`config.mk`:
```
export PLATFORM = sky130hd
export DESIGN_NAME = stall_timeout_timer
export DESIGN_NICKNAME = d
export VERILOG_FILES = /design/src/rtl/stall_timeout_pkg.sv /design/src/rtl/stall_arm.sv /design/src/rtl/tick_gen.sv /design/src/rtl/expiry_cnt.sv /design/src/rtl/stall_timeout_timer.sv
export SDC_FILE = /design/constraint.sdc
export NUM_CORES = 1
export LEC_CHECK = 0
export ABC_AREA = 0
export ABC_CLOCK_PERIOD_IN_PS = 1800
export BUFFER_PORTS_ARGS = -buffer_cell sky130_fd_sc_hd__buf_4
export CORE_MARGIN = 4
export CORE_UTILIZATION = 53
export CTS_BUF_LIST = sky130_fd_sc_hd__clkbuf_4 sky130_fd_sc_hd__clkbuf_8
export DETAILED_ROUTE_END_ITERATION = 10
export PLACE_DENSITY = 0.76
export SKIP_LAST_GASP = 1
export SYNTH_ARGS = -nofsm -noshare
export SYNTH_HDL_FRONTEND = slang
export SYNTH_SLANG_ARGS = --single-unit
export TNS_END_PERCENT = 1
```
`constraint.sdc`:
```
create_clock -name clk_i -period 1.8 [get_ports clk_i]
set_input_delay 0 -clock clk_i [delete_from_list [all_inputs] [get_ports clk_i]]
set_output_delay 0 -clock clk_i [all_outputs]
set_load 0.03 [all_outputs]
```
`src/rtl/stall_timeout_pkg.sv`:
```
package stall_timeout_pkg;
  localparam int unsigned PRE_W_DEF = 12;
  localparam int unsigned CNT_W_DEF = 12;

  typedef enum logic [1:0] {
    TMR_IDLE    = 2'd0,
    TMR_ARM     = 2'd1,
    TMR_RUN     = 2'd2,
    TMR_EXPIRE  = 2'd3
  } tmr_evt_e;
endpackage

```
`src/rtl/stall_arm.sv`:
```
module stall_arm (
  input  logic clk_i,
  input  logic rst_ni,
  input  logic enable_i,
  input  logic pending_i,
  input  logic sink_ready_i,
  input  logic progress_i,
  output logic stall_o,
  output logic arm_o
);
  logic stall_q;

  assign stall_o = enable_i & pending_i & ~sink_ready_i;
  // arm on stall onset, or re-arm after a movement attempt that left the stall in place
  assign arm_o   = stall_o & (~stall_q | progress_i);

  always_ff @(posedge clk_i or negedge rst_ni) begin
    if (!rst_ni) stall_q <= 1'b0;
    else         stall_q <= stall_o;
  end
endmodule

```
`src/rtl/tick_gen.sv`:
```
module tick_gen #(
  parameter int unsigned PRE_W = 12
) (
  input  logic             clk_i,
  input  logic             rst_ni,
  input  logic             arm_i,
  input  logic             run_i,
  input  logic [PRE_W-1:0] prescale_i,
  output logic             tick_o
);
  logic [PRE_W-1:0] pre_q;
  logic [PRE_W-1:0] phase_q;
  logic             wrap;

  assign wrap   = (phase_q == pre_q);
  assign tick_o = run_i & wrap;

  always_ff @(posedge clk_i or negedge rst_ni) begin
    if (!rst_ni) begin
      pre_q   <= '0;
      phase_q <= '0;
    end else if (arm_i) begin
      pre_q   <= prescale_i;
      phase_q <= '0;
    end else if (run_i) begin
      phase_q <= wrap ? '0 : phase_q + 1'b1;
    end
  end
endmodule

```
`src/rtl/expiry_cnt.sv`:
```
module expiry_cnt #(
  parameter int unsigned CNT_W = 12
) (
  input  logic             clk_i,
  input  logic             rst_ni,
  input  logic             arm_i,
  input  logic             tick_i,
  input  logic [CNT_W-1:0] limit_i,
  output logic             last_o
);
  localparam logic [CNT_W-1:0] ONE = CNT_W'(1);
  logic [CNT_W-1:0] rem_q;

  // limit 0 and 1 both expire on the first tick
  assign last_o = (rem_q <= ONE);

  always_ff @(posedge clk_i or negedge rst_ni) begin
    if (!rst_ni)               rem_q <= '0;
    else if (arm_i)            rem_q <= limit_i;
    else if (tick_i && !last_o) rem_q <= rem_q - 1'b1;
  end
endmodule

```
`src/rtl/stall_timeout_timer.sv`:
```
module stall_timeout_timer
  import stall_timeout_pkg::*;
#(
  parameter int unsigned PRE_W = PRE_W_DEF,
  parameter int unsigned CNT_W = CNT_W_DEF
) (
  input  logic             clk_i,
  input  logic             rst_ni,
  input  logic [PRE_W-1:0] prescale_i,
  input  logic [CNT_W-1:0] limit_i,
  input  logic             enable_i,
  input  logic             pending_i,
  input  logic             sink_ready_i,
  input  logic             progress_i,
  output logic             timeout_o
);
  logic stall, arm, tick, last, expire;
  logic run_q, timeout_q;
  tmr_evt_e evt;

  stall_arm u_arm (
    .clk_i        (clk_i),
    .rst_ni       (rst_ni),
    .enable_i     (enable_i),
    .pending_i    (pending_i),
    .sink_ready_i (sink_ready_i),
    .progress_i   (progress_i),
    .stall_o      (stall),
    .arm_o        (arm)
  );

  tick_gen #(.PRE_W(PRE_W)) u_tick (
    .clk_i      (clk_i),
    .rst_ni     (rst_ni),
    .arm_i      (arm),
    .run_i      (run_q),
    .prescale_i (prescale_i),
    .tick_o     (tick)
  );

  expiry_cnt #(.CNT_W(CNT_W)) u_cnt (
    .clk_i   (clk_i),
    .rst_ni  (rst_ni),
    .arm_i   (arm),
    .tick_i  (tick),
    .limit_i (limit_i),
    .last_o  (last)
  );

  assign expire = run_q & tick & last & stall & ~progress_i;

  always_comb begin
    if (arm)                  evt = TMR_ARM;
    else if (expire)          evt = TMR_EXPIRE;
    else if (run_q && stall)  evt = TMR_RUN;
    else                      evt = TMR_IDLE;
  end

  always_ff @(posedge clk_i or negedge rst_ni) begin
    if (!rst_ni) begin
      run_q     <= 1'b0;
      timeout_q <= 1'b0;
    end else begin
      run_q     <= (evt == TMR_ARM) | (evt == TMR_RUN);
      timeout_q <= (evt == TMR_EXPIRE);
    end
  end

  assign timeout_o = timeout_q;
endmodule

```
==> key figures, run 1 <==
STA
  – Fin Setup TNS: -2.86 ns
  – Max_slew headroom: between 60% and 70%
  – Tmin final: 2.04 ns
  – Final hold violations: 0
  – Setup-failing EPs final: 20
  – Clk_skew: between 0.009 and 0.01 ns
  – Max Freq: just under 500 MHz
  – Final period utilization: 113%
  – RSZ-0062 raised after global routing: yes
  – Worst-margin pin slew: approximately 0.48 ns
  – Final WS setup: -0.240 ns
  – Max-slew violation count: 0

Finish
  – Filler cell count: ~250
  – Share of post-route cells with drive strength above 1: 28.8%
  – # nets final: around 380
  – Antenna cells: 0
  – Final core occ: between 70% and 80%
  – Area Growth Syn to Fin: 43.1%

Pwr
  – Switching portion of total power: ~32%
  – P_leak: 1.46 nW
  – Gate power share: between 20 and 30%
  – NetSw: approximately 0.76 mW
  – VDD IR-drop max: about 0.59 mV
  – PD cells: ~740 nW/um2
  – Seq pwr share: 46.3%
  – Clk pwr share: between 20% and 30%
  – Pint: 1.58 mW

Setup path
  – Crit path max fanout: 6
  – Crit Path Class: flip-flop to flip-flop
  – Crit path depth: 6
  – CP endpoint kind: flip-flop
  – Delay-heaviest family, CP: simple AND/OR/NAND/NOR gates
  – Worst Setup Start Kind: flip-flop
  – Req. time, crit path: 2.02 ns
  – Worst-path cell chain: xor2_2 -> nor4_4 -> buf_4 -> nand3_4 -> or4_4 -> a31oi_1
  – Slowest stage cell on the critical path: or4_4
  – Worst Path Buf+Inv: 1
  – FF-to-FF End: u_cnt.rem_q[10]$_DFFE_PN0P_
  – Worst Reg-to-Reg Cells: 6
  – Critical Path AT: 2.26 ns
  – Setup slack, reg-to-reg: -0.24 ns
  – Worst path max stage delay: approximately 0.54 ns
  – Worst R2R Start: u_tick.phase_q[2]$_DFFE_PN0P_

Route
  – Pre-antenna DRT Iters: 6
  – Drt drc: 0
  – Routed vias: about 2300
  – Routed WL: ~6700 um
  – Initial DRC count: between 200 and 300
  – Antenna Nets Post-Route: 0
  – Via density: 5.85
  – Routed len/inst: 17.0 um

Placement
  – RD Place Congestion: slightly below 0.9
  – Port bufs: 30
  – Half-perimeter wire length after placement: 4150 um

Synthesis
  – Number of synthesized register bits: 39
  – Mapped cell area: around 2200 um2
  – Syn Area/Cell: approximately 9 um2
  – Post-synth net total: roughly 290
  – Cell taking the most area after synthesis: dfrtp_1
  – Leading post-synthesis cells by cell area: dfrtp_1, nand2_1, xor2_1, nand3_1, a31oi_1
  – Top cell type's share of synthesized area: 43.8%
  – Number of synthesized flops with an enable pin: 0
  – Yosys cell types: between 40 and 50
  – Synthesized netlist cell count: 252
  – Warnings from Yosys: 0
  – Seq/Total Area, Yosys: between 40% and 50%
  – Synth async-reset ratio: between 90% and 100%
  – Ys flop type: dfrtp_1

Global route
  – Gr ovfl total: 0
  – First-pass GRT wire length: 10900 um
  – Largest net degree at the start of global routing: 40
  – Initial antenna violation count: 0
  – Vias in the first global route: about 2300
  – GRT Util Overall: roughly a quarter

CTS
  – H-tree Lvls: 2
  – Clk_lat worst skew: 0.30 ns
  – Num CTS Buffers: 5
  – Bufs on Longest Clock Path: 2
  – Worst-path clk slew: approximately 0.08 ns
  – CTS tree: done
  – Clock tree root driver cell: clkbuf_8
  – CTS sink count: 39

Hold path
  – Worst Hold Path Cells: 3
  – Hold Crit Start: limit_i[10]
  – Worst Hold End: u_cnt.rem_q[10]$_DFFE_PN0P_
  – Worst Hold Class: input pin to flip-flop

Floorplan
  – Die Wd: ~73 um
  – Die Height: 72.8 um
  – Top-Level Pins: 31
  – Die area: ~5300 um2
  – Row Count: 23
  – Starting density of the core: 55.3%
  – Core area: about 4000 um2

Outcome
  – Failing checks: negative setup slack
  – Status: complete, but fails checks

Job
  – Maxcap violations: 0
[Yosys cell counts (2+ instances only)]
master,n
or2_1,2
nor3_1,7
dfrtp_1,39
a21oi_1,3
nand4_1,4
nand4b_1,2
o21ai_0,4
clkbuf_1,7
or3_1,4
xnor2_1,3
nand3b_1,5
nor4_2,2
or4_4,2
a31oi_1,10
o21ai_1,4
nand2b_1,2
or4_1,6
nand2_1,60
inv_1,7
nor4_4,2
o211ai_1,4
buf_6,2
nor4_1,6
buf_2,2
nand3_1,15
o31ai_1,3
and3_1,2
xor2_1,12
nor2_1,16
ha_1,3
[how the worst max path moves through the flow]
stage                                              from  slack, ns                          end
after floorplan              u_cnt.rem_q[7]$_DFFE_PN0P_      -0.03  u_cnt.rem_q[10]$_DFFE_PN0P_
after global placement      u_tick.pre_q[7]$_DFFE_PN0P_      -0.11   u_cnt.rem_q[2]$_DFFE_PN0P_
after detailed placement    u_tick.pre_q[1]$_DFFE_PN0P_      -0.18   u_cnt.rem_q[2]$_DFFE_PN0P_
after CTS                 u_tick.phase_q[2]$_DFFE_PN0P_      -0.14   u_cnt.rem_q[3]$_DFFE_PN0P_
after global routing      u_tick.phase_q[0]$_DFFE_PN0P_      -0.33   u_cnt.rem_q[3]$_DFFE_PN0P_
final                     u_tick.phase_q[2]$_DFFE_PN0P_      -0.24  u_cnt.rem_q[10]$_DFFE_PN0P_
[power by group through the flow]
stage	Combinational [mW]	Sequential [mW]	Clock, mW
after floorplan	0.302	1.09	0
after global placement	0.539	1.09	0
after detailed placement	0.556	1.09	0
after CTS	0.630	1.08	0.595
after global routing	0.721	1.09	0.631
final	0.658	1.08	0.601
[state kept, by name, summed over array words and instances, names as in the netlist]
signal and cells:
timeout_o 1, u_tick.phase_q 12, run_q 1, u_tick.pre_q 12, u_arm.stall_q 1, u_cnt.rem_q 12
[cell usage in the layout (no fill, tap or decap), drive strengths merged, types with 2 or more instances in the layout]
cell / count
or2: 2
a21oi: 3
and3: 2
nand2: 60
nor4: 10
nand4: 4
nand4b: 2
o21ai: 8
clkbuf: 5
nand3b: 5
nor2: 16
inv: 7
xnor2: 3
clkinvlp: 2
a31oi: 10
or3: 4
or4: 8
nor3: 7
o31ai: 3
o211ai: 4
xor2: 13
nand3: 15
ha: 3
dfrtp: 39
dlygate4sd3: 22
nand2b: 2
buf: 73
[worst register-to-register path, delay by kind of cell (launching register included)]
kind | cells | cell delay, ns
buffers and inverters | 1 | 0.18
flip-flops | 1 | 0.42
AND/OR/NAND/NOR | 3 | 1.01
XOR/XNOR | 1 | 0.20
AO/OA/AOI/OAI | 1 | 0.16
[metrics by stage]
stage	std cells	hold WS [ns]	instance area [um2]	worst slack, ns	total power, mW
5_1_grt	394	0.0308	3190	-0.330	2.45
3_5_place_dp	359	-0.00393	2770	-0.184	1.65
6_report	394	0.0206	3190	-0.240	2.34
4_1_cts	394	0.00848	3160	-0.143	2.30
2_1_floorplan	252	-0.296	2240	-0.0336	1.39
3_3_place_gp	359	-0.00185	2770	-0.109	1.63
[per-layer routing]
layer  share of wire (%)  up-vias  routed length, um  global-route usage, %
met4                 2.2        0                145                   8.81
met2                  47      124               3160                   43.3
li1                    -     1077                  -                      -
met5                   0        -                  0                      0
met1                  43     1082               2900                   36.6
met3                 7.2       22                484                   4.13
[cell type report]
cell class                 count  area, um2  share of cell area (%)
clock buffer                   5       68.8                    2.16
inverter                       7       26.3                   0.824
tap                           50       62.6                    1.96
timing repair buffer          95        800                    25.1
clock inverter                 3       20.0                   0.628
multi-input combinational    195       1230                    38.7
sequential                    39        976                    30.6
[logic make-up after synthesis]
kind of cell,Yosys count,synth area share (%)
simple gates,140,33.1
flops,39,43.8
compound gates,34,10.0
buf+inv,18,3.82
xor+xnor,16,6.63
fa+ha+maj,3,1.69
mux,2,0.955
[what timing repair did]
item	CTS	global route
gates resized for setup	9	6
hold buffers	22	0
setup buffers	5	0
endpoints found under the hold margin	60	0
endpoints found under the setup margin	19	23
pin swaps	9	5
No activity file was read; power rests on OpenSTA's default activity.
==> inputs of run 2 (changes only) <==
--- a/config.mk
+++ b/config.mk
@@ -7,14 +7,12 @@
 export LEC_CHECK = 0
 export ABC_AREA = 0
 export ABC_CLOCK_PERIOD_IN_PS = 1800
-export BUFFER_PORTS_ARGS = -buffer_cell sky130_fd_sc_hd__buf_4
+export BUFFER_PORTS_ARGS = -buffer_cell sky130_fd_sc_hd__buf_2
 export CORE_MARGIN = 4
 export CORE_UTILIZATION = 53
 export CTS_BUF_LIST = sky130_fd_sc_hd__clkbuf_4 sky130_fd_sc_hd__clkbuf_8
 export DETAILED_ROUTE_END_ITERATION = 10
 export PLACE_DENSITY = 0.76
-export SKIP_LAST_GASP = 1
 export SYNTH_ARGS = -nofsm -noshare
 export SYNTH_HDL_FRONTEND = slang
 export SYNTH_SLANG_ARGS = --single-unit
-export TNS_END_PERCENT = 1
==> run 2 against run 1 <==
The flow still finishes with violations (negative setup slack). Setup slack worse by 0.030 ns. Total power is 0.62% lower. Clock power is 3% higher. Sequential cell count stayed put. Global-route usage is 1.3 points lower. Combinational power is 4.3% lower. Final cell count is 1.8% higher. Fmax is 1.4% lower. Non-clock buffer count is 7 higher. First-iteration DRC count is 34% lower. Critical path depth stayed put. Hold slack better by 0.021 ns.
==> key figures, run 2 (synthesis gave the netlist of run 1 again) <==
Outcome
  – Status: complete, but fails checks (unchanged)
  – Failing checks: negative setup slack (unchanged)

Floorplan
  – Row Count: 23 (unchanged)
  – Top-Level Pins: 31 (unchanged)
  – Die Height: 72.8 um (unchanged)
  – Starting density of the core: 55.3% (unchanged)
  – Die Wd: 72.8 um (unchanged)
  – Die area: 5300 um2 (unchanged)
  – Core area: 4030 um2 (unchanged)

CTS
  – Num CTS Buffers: 5 (unchanged)
  – H-tree Lvls: 2 (unchanged)
  – Bufs on Longest Clock Path: 2 (unchanged)
  – CTS tree: done (unchanged)
  – Worst-path clk slew: 0.09 ns (was 0.08 ns)
  – Clk_lat worst skew: 0.30 ns (about the same)
  – Clock tree root driver cell: clkbuf_8 (unchanged)
  – CTS sink count: 39 (unchanged)

Setup path
  – Delay-heaviest family, CP: simple AND/OR/NAND/NOR gates (unchanged)
  – Worst Setup Start Kind: flip-flop (unchanged)
  – CP endpoint kind: flip-flop (unchanged)
  – Crit path max fanout: 6 (unchanged)
  – Worst Path Buf+Inv: 1 (unchanged)
  – Setup slack, reg-to-reg: -0.27 ns (was -0.24 ns)
  – Critical Path AT: 2.29 ns (was 2.26 ns)
  – Req. time, crit path: 2.02 ns (about the same)
  – Worst path max stage delay: 0.52 ns (was 0.54 ns)
  – Slowest stage cell on the critical path: or4_1 (was or4_4)
  – Worst-path cell chain: xor2_2 -> nor4_4 -> buf_4 -> nand3_2 -> or4_1 -> a31oi_1 (was xor2_2 -> nor4_4 -> buf_4 -> nand3_4 -> or4_4 -> a31oi_1)
  – Crit Path Class: flip-flop to flip-flop (unchanged)

STA
  – Worst-margin pin slew: 0.601 ns (was 0.483 ns)
  – Final WS setup: -0.269 ns (was -0.240 ns)
  – Clk_skew: 0.0125 ns (was 0.00956 ns)
  – RSZ-0062 raised after global routing: yes (unchanged)
  – Setup-failing EPs final: 18 (was 20)
  – Final hold violations: 0 (unchanged)
  – Final period utilization: 115% (was 113%)
  – Max_slew headroom: 59.9% (was 67.5%)
  – Max Freq: 483 MHz (was 490 MHz)
  – Max-slew violation count: 0 (unchanged)
  – Fin Setup TNS: -2.52 ns (was -2.86 ns)
  – Tmin final: 2.07 ns (was 2.04 ns)
  – Hold Slack: 0.0419 ns (was 0.0206 ns)

Finish
  – Share of post-route cells with drive strength above 1: 29.6% (was 28.8%)
  – # nets final: 383 (was 376)
  – Commonest non-fill, non-tap cell in the layout: nand2_1 (was buf_4)
  – Most frequent cells in the layout: nand2_1, buf_4, dfrtp_1, buf_2, dlygate4sd3_1 (was buf_4, nand2_1, dfrtp_1, dlygate4sd3_1, nor2_1)
  – FF+latch area: 976 um2 (unchanged)
  – Finished Cell Area: 3140 um2 (was 3190 um2)
  – Largest registers in the final layout: u_cnt.rem_q: 12 flops, u_tick.phase_q: 12 flops, u_tick.pre_q: 12 flops (unchanged)
  – Area Growth Syn to Fin: 41.0% (was 43.1%)
  – Antenna cells: 0 (unchanged)
  – Footprint of the multi-input gates: 1220 um2 (was 1230 um2)
  – Filler cell count: 253 (was 249)

Global route
  – Gr busiest metal: met2 (unchanged)
  – First-pass GRT wire length: 10300 um (was 10900 um)
  – Met2 GRT Util: 40.9% (was 43.3%)
  – Largest net degree at the start of global routing: 28 (was 40)
  – Initial antenna violation count: 0 (unchanged)
  – Grt met3 use: 5.10% (was 4.13%)
  – Vias in the first global route: 2225 (was 2317)
  – GRT Util Overall: 25.4% (was 26.7%)
  – Gr ovfl total: 0 (unchanged)
  – Met1 GRT Util: 34.7% (was 36.6%)

Route
  – Pre-antenna DRT Iters: 5 (was 6)
  – Routed len/inst: 15.4 um (was 17.0 um)
  – Routed vias: 2243 (was 2305)
  – Initial DRC count: 185 (was 280)
  – Drt drc: 0 (unchanged)
  – Via density: 5.59 (was 5.85)
  – Routed WL: 6190 um (was 6690 um)
  – Antenna Nets Post-Route: 0 (unchanged)

Pwr
  – VDD IR-drop max: 0.570 mV (was 0.593 mV)
  – Power Total: 2.33 mW (was 2.34 mW)
  – P_leak: 1.47 nW (was 1.46 nW)
  – PD cells: 742 nW/um2 (was 735 nW/um2)

Placement
  – RD Place Congestion: 0.850 (was 0.886)
  – Port bufs: 30 (unchanged)
  – Placed Area: 2730 um2 (was 2770 um2)
  – Pre-CTS WS: -0.195 ns (was -0.184 ns)
  – Half-perimeter wire length after placement: 4090 um (was 4150 um)

Job
  – Maxcap violations: 0 (unchanged)

Hold path
  – Worst Hold Class: input pin to flip-flop (unchanged)
[run 2: cell count changes in the layout (fill, tap and decap cells not counted), moves of 2 or more]
cell           previous run  this run
buf_2                     0        30
buf_4                    68        46
nand3_2                   0         3
clkinv_4                  0         2
dlygate4sd3_1            22        24
nand3_1                  14        12
[run 2: area by class of cell]
class | instances | share of cell area [%]
well taps | 50 | 1.99
flip-flops and latches | 39 | 31.1
repair buffers | 102 | 24.2
inverters | 7 | 0.837
multi-input cells | 195 | 38.9
clock inverters | 3 | 0.797
clock buffers | 5 | 2.19
[run 2: where the power goes]
group          switching (mW)  internal, mW  total (mW)  leakage [nW]
clock network           0.342         0.277       0.619        0.0443
registers              0.0917         0.988        1.08         0.465
logic                   0.314         0.317       0.630         0.964
[run 2: stage by stage]
stage	instances	utilization, %
after floorplan	252	-
after global placement	365	67.8
after detailed placement	365	67.8
after CTS	400	77.5
after global routing	401	77.9
final	401	77.9
[run 2: path summary, 6_finish.rpt]
path,endpoint,startpoint,cells past startpoint
min reg2reg,u_tick.pre_q[9]$_DFFE_PN0P_,u_tick.pre_q[9]$_DFFE_PN0P_,2
min,u_cnt.rem_q[6]$_DFFE_PN0P_,limit_i[6],4
min in group asynchronous,u_tick.pre_q[8]$_DFFE_PN0P_,rst_ni,2
max,u_cnt.rem_q[10]$_DFFE_PN0P_,u_tick.phase_q[2]$_DFFE_PN0P_,6
max reg2reg,u_cnt.rem_q[10]$_DFFE_PN0P_,u_tick.phase_q[2]$_DFFE_PN0P_,6
max in group asynchronous,u_tick.pre_q[11]$_DFFE_PN0P_,rst_ni,3
[run 2: layer usage]
layer	routed length, um	part of all wire (%)	up-vias
li1	-	-	1093
met1	2680	43	1029
met2	2960	48	106
met3	435	7.0	15
met4	103	1.7	0
met5	0	0	-
[run 2: timing repair]
item,in CTS,in global routing
hold buffers,24,0
hold endpoints to repair,48,0
gates resized for setup,7,2
pin swaps,5,1
setup buffers,3,1
endpoints found under the setup margin,17,25
[run 2: worst register-to-register path, stage by stage (launching register included)]
cell and delay (ns):
dfrtp_1 0.42, xor2_2 0.20, nor4_4 0.34, buf_4 0.18, nand3_2 0.14, or4_1 0.52, a31oi_1 0.19
==> inputs of run 3 (changes only) <==
--- a/config.mk
+++ b/config.mk
@@ -12,7 +12,8 @@
 export CORE_UTILIZATION = 53
 export CTS_BUF_LIST = sky130_fd_sc_hd__clkbuf_4 sky130_fd_sc_hd__clkbuf_8
 export DETAILED_ROUTE_END_ITERATION = 10
-export PLACE_DENSITY = 0.76
+export PLACE_DENSITY = 0.77
+export SKIP_CTS_REPAIR_TIMING = 1
 export SYNTH_ARGS = -nofsm -noshare
 export SYNTH_HDL_FRONTEND = slang
 export SYNTH_SLANG_ARGS = --single-unit
==> run 3 against run 2 <==
The flow finishes with violations (negative hold slack, negative setup slack). Via count fell by 1.7%. Sequential power barely moved. Final area barely moved. Critical path depth fell by 1. Sequential cell count did not move. Clock power rose by 7.9%. Fmax rose by 2.2%. First-iteration DRC count rose by 4.9%. Routed wire length fell by 1.6%. Largest cell class unchanged. Highest routed layer unchanged.
==> key figures, run 3 (synthesis gave the netlist of run 1 again) <==
Route
  – Routed len/inst: 15.3 um (was 15.4 um)
  – Routed vias: 2205 (was 2243)
  – Antenna Nets Post-Route: 0 (unchanged)
  – Routed WL: 6080 um (was 6190 um)
  – Initial DRC count: 194 (was 185)
  – Drt drc: 0 (unchanged)
  – Via density: 5.54 (was 5.59)
  – Pre-antenna DRT Iters: 4 (was 5)

Global route
  – Largest net degree at the start of global routing: 17 (was 28)
  – First-pass GRT wire length: 9760 um (was 10300 um)
  – Vias in the first global route: 2039 (was 2225)
  – Gr ovfl total: 0 (unchanged)
  – GRT Util Overall: 23.7% (was 25.4%)
  – Initial antenna violation count: 0 (unchanged)

Pwr
  – P_leak: 1.46 nW (was 1.47 nW)
  – PD cells: 759 nW/um2 (was 742 nW/um2)
  – Pint: 1.65 mW (was 1.58 mW)
  – Gate power share: 26.6% (was 27.1%)
  – Clk pwr share: 28.0% (was 26.6%)
  – VDD IR-drop max: 0.511 mV (was 0.570 mV)
  – Power Total: 2.38 mW (was 2.33 mW)
  – NetSw: 0.737 mW (was 0.747 mW)
  – Switching portion of total power: 30.9% (was 32.1%)
  – Seq pwr share: 45.4% (was 46.4%)

Setup path
  – Critical path startpoint: u_cnt.rem_q[9]$_DFFE_PN0P_ (was u_tick.phase_q[2]$_DFFE_PN0P_)
  – Crit Path Class: flip-flop to flip-flop (unchanged)
  – Crit path max fanout: 5 (was 6)
  – Req. time, crit path: 1.98 ns (was 2.02 ns)
  – Worst Setup Start Kind: flip-flop (unchanged)
  – Worst R2R Start: u_cnt.rem_q[9]$_DFFE_PN0P_ (was u_tick.phase_q[2]$_DFFE_PN0P_)
  – Critical Path AT: 2.20 ns (was 2.29 ns)
  – CP endpoint kind: flip-flop (unchanged)

STA
  – Max_slew headroom: 66.5% (was 59.9%)
  – Setup-failing EPs final: 13 (was 18)
  – Max Freq: 494 MHz (was 483 MHz)
  – Final period utilization: 112% (was 115%)
  – RSZ-0062 raised after global routing: yes (unchanged)
  – Max-slew violation count: 0 (unchanged)
  – Final WS setup: -0.224 ns (was -0.269 ns)
  – Final hold violations: 4 (was 0)
  – Worst-margin pin slew: 0.498 ns (was 0.601 ns)
  – Tmin final: 2.02 ns (was 2.07 ns)
  – Clk_skew: 0.00418 ns (was 0.0125 ns)
  – Hold Slack: -0.0145 ns (was 0.0419 ns)

Finish
  – Finished Cell Area: 3140 um2 (about the same)
  – Most frequent cells in the layout: nand2_1, buf_4, dfrtp_1, buf_2, dlygate4sd3_1 (unchanged)
  – Fin cells: 398 (was 401)
  – Area Growth Syn to Fin: 40.8% (was 41.0%)
  – Largest registers in the final layout: u_cnt.rem_q: 12 flops, u_tick.phase_q: 12 flops, u_tick.pre_q: 12 flops (unchanged)
  – # nets final: 380 (was 383)
  – Share of post-route cells with drive strength above 1: 30.5% (was 29.6%)
  – Antenna cells: 0 (unchanged)
  – Commonest non-fill, non-tap cell in the layout: nand2_1 (unchanged)

Placement
  – Dpl cells: 365 (unchanged)
  – Half-perimeter wire length after placement: 4190 um (was 4090 um)
  – Port bufs: 30 (unchanged)
  – Placed Area: 2730 um2 (unchanged)
  – RD Place Congestion: 0.895 (was 0.850)
  – Pre-CTS WS: -0.152 ns (was -0.195 ns)

CTS
  – Worst-path clk slew: 0.08 ns (was 0.09 ns)
  – CTS sink count: 39 (unchanged)
  – Clk_lat worst skew: 0.29 ns (was 0.30 ns)
  – Bufs on Longest Clock Path: 2 (unchanged)
  – H-tree Lvls: 2 (unchanged)
  – Num CTS Buffers: 5 (unchanged)
  – Clock tree root driver cell: clkbuf_8 (unchanged)
  – CTS tree: done (unchanged)

Floorplan
  – Top-Level Pins: 31 (unchanged)
  – Row Count: 23 (unchanged)
  – Core area: 4030 um2 (unchanged)
  – Die area: 5300 um2 (unchanged)
  – Starting density of the core: 55.3% (unchanged)
  – Die Height: 72.8 um (unchanged)
  – Die Wd: 72.8 um (unchanged)

Outcome
  – Status: complete, but fails checks (unchanged)
  – Failing checks: negative hold slack, negative setup slack (was negative setup slack)

Hold path
  – Worst Hold Class: input pin to flip-flop (unchanged)
  – Hold Crit Start: limit_i[10] (was limit_i[6])

Job
  – Maxcap violations: 0 (unchanged)
-- run 3: final cells by class --
| class | instances | area (um2) |
|---|---|---|
| Inverter | 7 | 26.3 |
| Timing Repair Buffer | 99 | 726 |
| Fill cell | 276 | 892 |
| Multi-Input combinational cell | 195 | 1240 |
| Clock inverter | 1 | 7.51 |
| Tap cell | 50 | 62.6 |
| Clock buffer | 7 | 96.3 |
| Sequential cell | 39 | 976 |
-- run 3: path summary, 6_finish.rpt --
kind	endpoint	slack [ns]	cells past startpoint
worst max-delay path	u_cnt.rem_q[8]$_DFFE_PN0P_	-0.22	5
worst min-delay path	u_cnt.rem_q[10]$_DFFE_PN0P_	-0.01	3
worst max register to register	u_cnt.rem_q[8]$_DFFE_PN0P_	-0.22	5
worst min register to register	u_tick.pre_q[6]$_DFFE_PN0P_	0.51	2
max in group asynchronous	u_cnt.rem_q[8]$_DFFE_PN0P_	1.15	3
min in group asynchronous	u_cnt.rem_q[1]$_DFFE_PN0P_	0.14	2
-- run 3: critical path, stage by stage, from the launching register on --
cell and delay (ns):
dfrtp_1 0.41, or4_4 0.56, or4_4 0.58, nand4_1 0.15, or4_1 0.14, nand3_1 0.06
-- run 3: routing by layer --
metal,routed length [um],up-vias,GRT usage (%)
met5,0,-,0
met4,62,0,5.53
met3,401,9,4.13
met2,2790,82,36.2
met1,2830,1034,35.2
li1,-,1080,-
-- run 3: per-stage QoR --
stage / hold WS (ns) / util (%) / setup TNS, ns
5_1_grt: 0.0156 / 77.9 / -3.17
6_report: -0.0145 / 77.9 / -1.72
4_1_cts: -0.387 / 70.3 / -1.34
2_1_floorplan: -0.296 / - / -0.00500
3_5_place_dp: -0.0692 / 67.8 / -1.08
3_3_place_gp: -0.0723 / 67.8 / -0.818
-- run 3: power by group through the flow --
stage	Combinational [mW]	Sequential (mW)	Clock, mW
after floorplan	0.302	1.09	0
after detailed placement	0.549	1.09	0
final	0.633	1.08	0.668
after CTS	0.555	1.08	0.671
after global placement	0.532	1.09	0
after global routing	0.699	1.09	0.712
